--- config.mk ---
export PLATFORM = sky130hd
export DESIGN_NAME = nonce_split_serializer
export DESIGN_NICKNAME = d
export VERILOG_FILES = /design/src/rtl/nsr_pkg.sv /design/src/rtl/nsr_bank_calc.sv /design/src/rtl/nsr_range_gen.sv /design/src/rtl/nsr_shift_ctrl.sv /design/src/rtl/nonce_split_serializer.sv
export SDC_FILE = /design/constraint.sdc
export NUM_CORES = 1
export LEC_CHECK = 0
export ABC_AREA = 0
export CAP_MARGIN = 20
export CORE_UTILIZATION = 45
export DETAILED_ROUTE_END_ITERATION = 6
export PLACE_DENSITY = 0.75
export SYNTH_ARGS = -nofsm -noshare
export SYNTH_HDL_FRONTEND = slang
export SYNTH_SLANG_ARGS = --single-unit
--- constraint.sdc ---
create_clock -name clk -period 2.3 [get_ports clk]
set_input_delay 0.46 -clock clk [delete_from_list [all_inputs] [get_ports clk]]
set_output_delay 0.46 -clock clk [all_outputs]
set_load 0.05 [all_outputs]
--- src/rtl/nsr_pkg.sv ---
package nsr_pkg;
   typedef enum logic {
      ST_IDLE = 1'b0,
      ST_SEND = 1'b1
   } nsr_state_t;
endpackage

--- src/rtl/nsr_bank_calc.sv ---
module nsr_bank_calc #(
   parameter int CW        = 5,
   parameter int MAX_BANK  = 8,
   parameter int TICK_BASE = 1000,
   parameter int TW        = 16,
   localparam int IW       = $clog2(MAX_BANK),
   localparam int BW       = IW + 1,
   localparam int LW       = IW
) (
   input  logic [CW-1:0] chip_count,
   output logic          cfg_ok,
   output logic [BW-1:0] bank_sz,
   output logic [LW-1:0] bank_log2,
   output logic [TW-1:0] tick
);
   localparam int SW = CW + 1;

   if (SW < BW + 1) begin : g_chk_cw
      $error("chip count width too small for MAX_BANK");
   end

   logic [SW-1:0] half;
   assign half    = ({1'b0, chip_count} + SW'(1)) >> 1;
   assign bank_sz = half[BW-1:0];

   always_comb begin
      cfg_ok    = 1'b0;
      bank_log2 = '0;
      for (int k = 0; k <= IW; k++) begin
         if (half == SW'(1 << k)) begin
            cfg_ok    = 1'b1;
            bank_log2 = LW'(k);
         end
      end
   end

   assign tick = TW'(TICK_BASE >> (int'(bank_log2) + 1));
endmodule

--- src/rtl/nsr_range_gen.sv ---
module nsr_range_gen #(
   parameter int NONCE_W  = 32,
   parameter int MAX_BANK = 8,
   localparam int IW      = $clog2(MAX_BANK),
   localparam int LW      = IW
) (
   input  logic [IW-1:0]      entry,
   input  logic [LW-1:0]      bank_log2,
   output logic [NONCE_W-1:0] value
);
   logic [NONCE_W-1:0] base;
   assign base  = {{(NONCE_W-IW){1'b0}}, entry};
   assign value = base << (NONCE_W - 1 - int'(bank_log2));
endmodule

--- src/rtl/nsr_shift_ctrl.sv ---
module nsr_shift_ctrl
   import nsr_pkg::*;
#(
   parameter int NONCE_W  = 32,
   parameter int MAX_BANK = 8,
   localparam int IW      = $clog2(MAX_BANK),
   localparam int BI      = $clog2(NONCE_W)
) (
   input  logic          clk,
   input  logic          rst,
   input  logic          launch,
   input  logic          bit_en,
   input  logic [IW-1:0] last_entry,
   output logic          busy,
   output logic          done,
   output logic [IW-1:0] entry,
   output logic [BI-1:0] bit_idx
);
   localparam logic [BI-1:0] MSB = BI'(NONCE_W - 1);

   nsr_state_t st;

   always_ff @(posedge clk) begin
      if (rst) begin
         st      <= ST_IDLE;
         bit_idx <= MSB;
         entry   <= '0;
         done    <= 1'b0;
      end else begin
         done <= 1'b0;
         unique case (st)
            ST_IDLE: if (launch) begin
               st      <= ST_SEND;
               bit_idx <= MSB;
               entry   <= '0;
            end
            ST_SEND: if (bit_en) begin
               if (bit_idx == '0) begin
                  bit_idx <= MSB;
                  if (entry == last_entry) begin
                     st   <= ST_IDLE;
                     done <= 1'b1;
                  end else begin
                     entry <= entry + IW'(1);
                  end
               end else begin
                  bit_idx <= bit_idx - BI'(1);
               end
            end
            default: st <= ST_IDLE;
         endcase
      end
   end

   assign busy = (st == ST_SEND);

   p_hold_r5: assert property (@(posedge clk) disable iff (rst)
      busy && !bit_en |=> $stable(bit_idx) && $stable(entry));
   p_done_pulse_r7: assert property (@(posedge clk) disable iff (rst)
      done |=> !done);
   p_done_idle_r7: assert property (@(posedge clk) disable iff (rst)
      done |-> !busy);
endmodule

--- src/rtl/nonce_split_serializer.sv ---
module nonce_split_serializer #(
   parameter int NONCE_W   = 32,
   parameter int CW        = 5,
   parameter int MAX_BANK  = 8,
   parameter int TICK_BASE = 1000,
   parameter int TW        = 16,
   localparam int IW       = $clog2(MAX_BANK),
   localparam int BW       = IW + 1
) (
   input  logic          clk,
   input  logic          rst,
   input  logic          start,
   input  logic [CW-1:0] chip_count,
   input  logic          bit_en,
   output logic          lane_a,
   output logic          lane_b,
   output logic          data_valid,
   output logic          done,
   output logic          cfg_err,
   output logic [BW-1:0] bank_size,
   output logic [TW-1:0] tick_limit
);
   localparam int LW = IW;
   localparam int BI = $clog2(NONCE_W);

   if (MAX_BANK < 2 || (1 << IW) != MAX_BANK) begin : g_chk_bank
      $error("MAX_BANK must be a power of two of at least 2");
   end
   if (NONCE_W <= IW + 1) begin : g_chk_w
      $error("NONCE_W too small");
   end

   logic          calc_ok;
   logic [BW-1:0] calc_bank;
   logic [LW-1:0] calc_log2;
   logic [TW-1:0] calc_tick;

   nsr_bank_calc #(.CW(CW), .MAX_BANK(MAX_BANK), .TICK_BASE(TICK_BASE), .TW(TW)) u_calc (
      .chip_count(chip_count), .cfg_ok(calc_ok), .bank_sz(calc_bank),
      .bank_log2(calc_log2), .tick(calc_tick));

   logic          busy;
   logic          accept;
   logic [LW-1:0] log2_q;
   logic [IW-1:0] entry;
   logic [BI-1:0] bit_idx;
   logic [NONCE_W-1:0] value;

   assign accept = start && !busy;

   always_ff @(posedge clk) begin
      if (rst) begin
         cfg_err    <= 1'b0;
         bank_size  <= '0;
         tick_limit <= '0;
         log2_q     <= '0;
      end else if (accept) begin
         cfg_err <= !calc_ok;
         if (calc_ok) begin
            bank_size  <= calc_bank;
            tick_limit <= calc_tick;
            log2_q     <= calc_log2;
         end
      end
   end

   logic [IW-1:0] last_entry;
   assign last_entry = IW'((1 << log2_q) - 1);

   nsr_shift_ctrl #(.NONCE_W(NONCE_W), .MAX_BANK(MAX_BANK)) u_ctrl (
      .clk(clk), .rst(rst), .launch(accept && calc_ok), .bit_en(bit_en),
      .last_entry(last_entry), .busy(busy), .done(done),
      .entry(entry), .bit_idx(bit_idx));

   nsr_range_gen #(.NONCE_W(NONCE_W), .MAX_BANK(MAX_BANK)) u_range (
      .entry(entry), .bank_log2(log2_q), .value(value));

   logic [1:0] lane_bits;
   for (genvar l = 0; l < 2; l++) begin : g_lane
      always_comb begin
         if (!busy)
            lane_bits[l] = 1'b0;
         else if (bit_idx == BI'(NONCE_W - 1))
            lane_bits[l] = 1'(l);
         else
            lane_bits[l] = value[bit_idx];
      end
   end

   assign lane_a     = lane_bits[0];
   assign lane_b     = lane_bits[1];
   assign data_valid = busy;

   p_idle_low_r6: assert property (@(posedge clk) disable iff (rst)
      !data_valid |-> !lane_a && !lane_b);
   p_top_split_r4: assert property (@(posedge clk) disable iff (rst)
      data_valid && bit_idx == BI'(NONCE_W - 1) |-> !lane_a && lane_b);
   p_lane_match_r4: assert property (@(posedge clk) disable iff (rst)
      data_valid && bit_idx != BI'(NONCE_W - 1) |-> lane_a == lane_b);
   p_err_no_send_r2: assert property (@(posedge clk) disable iff (rst)
      cfg_err |-> !data_valid);
   p_ignore_r8: assert property (@(posedge clk) disable iff (rst)
      data_valid && start |=> $stable(bank_size) && $stable(cfg_err));
   p_launch_r6: assert property (@(posedge clk) disable iff (rst)
      accept && calc_ok |=> data_valid);
endmodule

==> metrics.txt <==
outcome=finished, final reports clean; Post-Syn Instances=about 170; # nets final=226; met3 Use GR=0.0171; Synth area leaders=dfxtp_1, buf_4, nand2_1, a211oi_2, ha_1; DP Wirelength=2770 um; Post-DP Area=0.00193 sq mm; crit-path max cell delay=550 ps; CTS clk-pin slew, worst paths=between 100 and 150 ps; CP Launch Type=primary input; post-synth cell types=54; first-pass GRT wire length=5780 um; Final Critical Period=between 2000 and 2500 ps; IO Count=34; RSZ-0062 raised after global routing=no; Final setup viols=0; Final ANT Viol Nets=0; clock latency at the later pin of the worst-skew pair=300 ps; Final Cycle Share=0.971; commonest non-fill, non-tap cells in the layout=dfxtp_1, clkdlybuf4s50_1, buf_4; Setup Skew=6.83 ps; synthesized area=about 0.0015 sq mm; Final Max Slew Viols=0; Yosys top cell by area=dfxtp_1; sequential fraction of the synthesis area=0.311; worst vdd ir=0.000197 V; met1 GRT Util=0.214; Util after Layout=0.645; worst path required time=2480 ps; top_reg_cell synth=dfxtp_1; multi-input logic area=997 sq um; critical path class=in2reg; Design Area, Final=0.00203 sq mm; DRT iter0 DRCs=48; Post-synth EDFFs=0; YS warnings=0; hold-fix buffers at CTS=0; number of antenna repair diodes=0; clock sink count=24; drt via density=5.59; CTS tree=yes; Worst Max-Slew Pin Slew=508 ps; Reg2Reg Depth=8; CTS max path bufs=2; most used routing layer=met2; PwrDens=around 480 mW/mm^2; slowest stage cell, crit path=clkdlybuf4s50_1; Die H=60.6 um; final hold violations=0; initial core utilization=0.489; CP Cell Sequence=clkdlybuf4s50_1 > a21boi_0 > a21oi_1 > buf_4 > o21a_4 > a21oi_4 > o21ai_0; Routed WL=3720 um; Hold Path Stages=2; drt pass-1 iters=7; Setup crit end kind=flip-flop; top cell type's share of synthesized area=0.311; Static Leak=0.000798 uW; CP Data Arrival Time=2410 ps; Slew Limit Headroom=0.660; Mapped Avg Cell Area=8.92 sq um; die area=0.00367 sq mm; vias in the first global route=1365; CTS Root Cell=clkbuf_4; port buffer count=26; total grt overflow=0; fillers=between 200 and 300; Final Wtd Congestion=0.812; die width=a little over 60 um; Global Route Usage Sum=0.211; H-tree depth=1; share of cells above drive strength 1=0.242; count of state elements after synthesis=24; area delta synth->final=31.9%; sequential cell area=483 sq um; crit-path max FO=7; # DRC=0; met2 usage=0.433; min-delay worst type=reg2reg; largest net degree at the start of global routing=17; total CTS buffers=3; Power Total=between 900 and 1000 uW; initial antenna violation count=0; max capacitance violation total=0; CORE AREA=0.00315 sq mm; Async S/R FF share, synth=0; vias=1426; Rows=20; Routed WL per cell=14.6 um; maximum clock frequency=around 450 MHz
-- path summary, 6_finish.rpt --
check	start	end	slack [ps]
setup / recovery	chip_count[2]	bank_size[0]	70
hold / removal	tick_limit[6]	tick_limit[6]	470
setup reg to reg	u_ctrl.bit_idx[0]	u_ctrl.entry[2]	510
hold reg to reg	tick_limit[6]	tick_limit[6]	470
-- state kept, by name (all words and copies together) (netlist names) --
signal	count
tick_limit	8
log2_q	1
bank_size	4
cfg_err	1
u_ctrl.bit_idx	5
u_ctrl.busy	1
u_ctrl.entry	3
u_ctrl.done	1
-- worst max-delay path, delay by kind of cell --
family,cells,cell delay [ps]
AO/OA/AOI/OAI,5,1210
buffers and inverters,2,740
-- power by group --
group | internal, uW | leakage, uW | switching, uW
Sequential | 435 | 0.000195 | 16.3
Combinational | 137 | 0.000589 | 210
Clock | 61.0 | 0.0000138 | 113
Total | 633 | 0.000798 | 339
-- cell type report --
type                       count  area share
clock buffer                   3      0.0111
multi-input combinational    128       0.490
sequential                    24       0.237
timing repair buffer          47       0.218
inverter                       9      0.0166
tap                           44      0.0271
-- cell usage after synthesis (all sizes together) (2+ instances only) --
library cell,instances
a211oi,7
a21boi,2
a21oi,5
a22oi,3
a31o,2
and2,3
and4,2
buf,15
clkbuf,4
dfxtp,24
ha,4
inv,9
mux2,3
mux2i,4
nand2,14
nand2b,3
nand3,8
nor2,2
nor2b,5
nor3,6
nor3b,4
nor4,3
o2111ai,3
o21a,2
o21ai,8
o22ai,4
o31ai,2
xnor2,4
xor2,2
-- timing repair --
item,CTS,global route
pin swaps,3,1
setup buffers,0,0
gates cloned,0,1
gates resized for setup,6,8
setup endpoints to repair,6,12
endpoints found under the hold margin,0,0
-- per-stage QoR --
| step | hold WS (ps) | setup TNS (ps) | instances | setup WS (ps) |
|---|---|---|---|---|
| floorplan | 515 | 0 | 179 | 68.9 |
| detailed placement | 451 | -6620 | 251 | -369 |
| global route | 498 | 0 | 255 | 3.16 |
| global placement | 437 | -5400 | 251 | -299 |
| finish | 465 | 0 | 255 | 67.2 |
| CTS | 469 | 0 | 254 | 2.65 |
-- per-layer routing --
layer,wire (um),vias up,part of all wire
met5,0,-,0
met4,60,0,0.016
met3,89,6,0.024
met2,2140,35,0.57
met1,1430,690,0.38
li1,-,695,-
-- kinds of logic (layout without fill, tap and decap cells) --
logic type	count (synthesis)	count (layout)	synth area share
adder cells (fa/ha/maj)	5	5	0.0389
other	1	7	0.00243
AO/OA/AOI/OAI	44	45	0.230
buffers and inverters	28	59	0.109
flip-flops	24	24	0.311
AND/OR/NAND/NOR	58	58	0.225
XOR/XNOR	6	6	0.0341
multiplexers	7	7	0.0503
No activity file was read; power rests on OpenSTA's default activity.
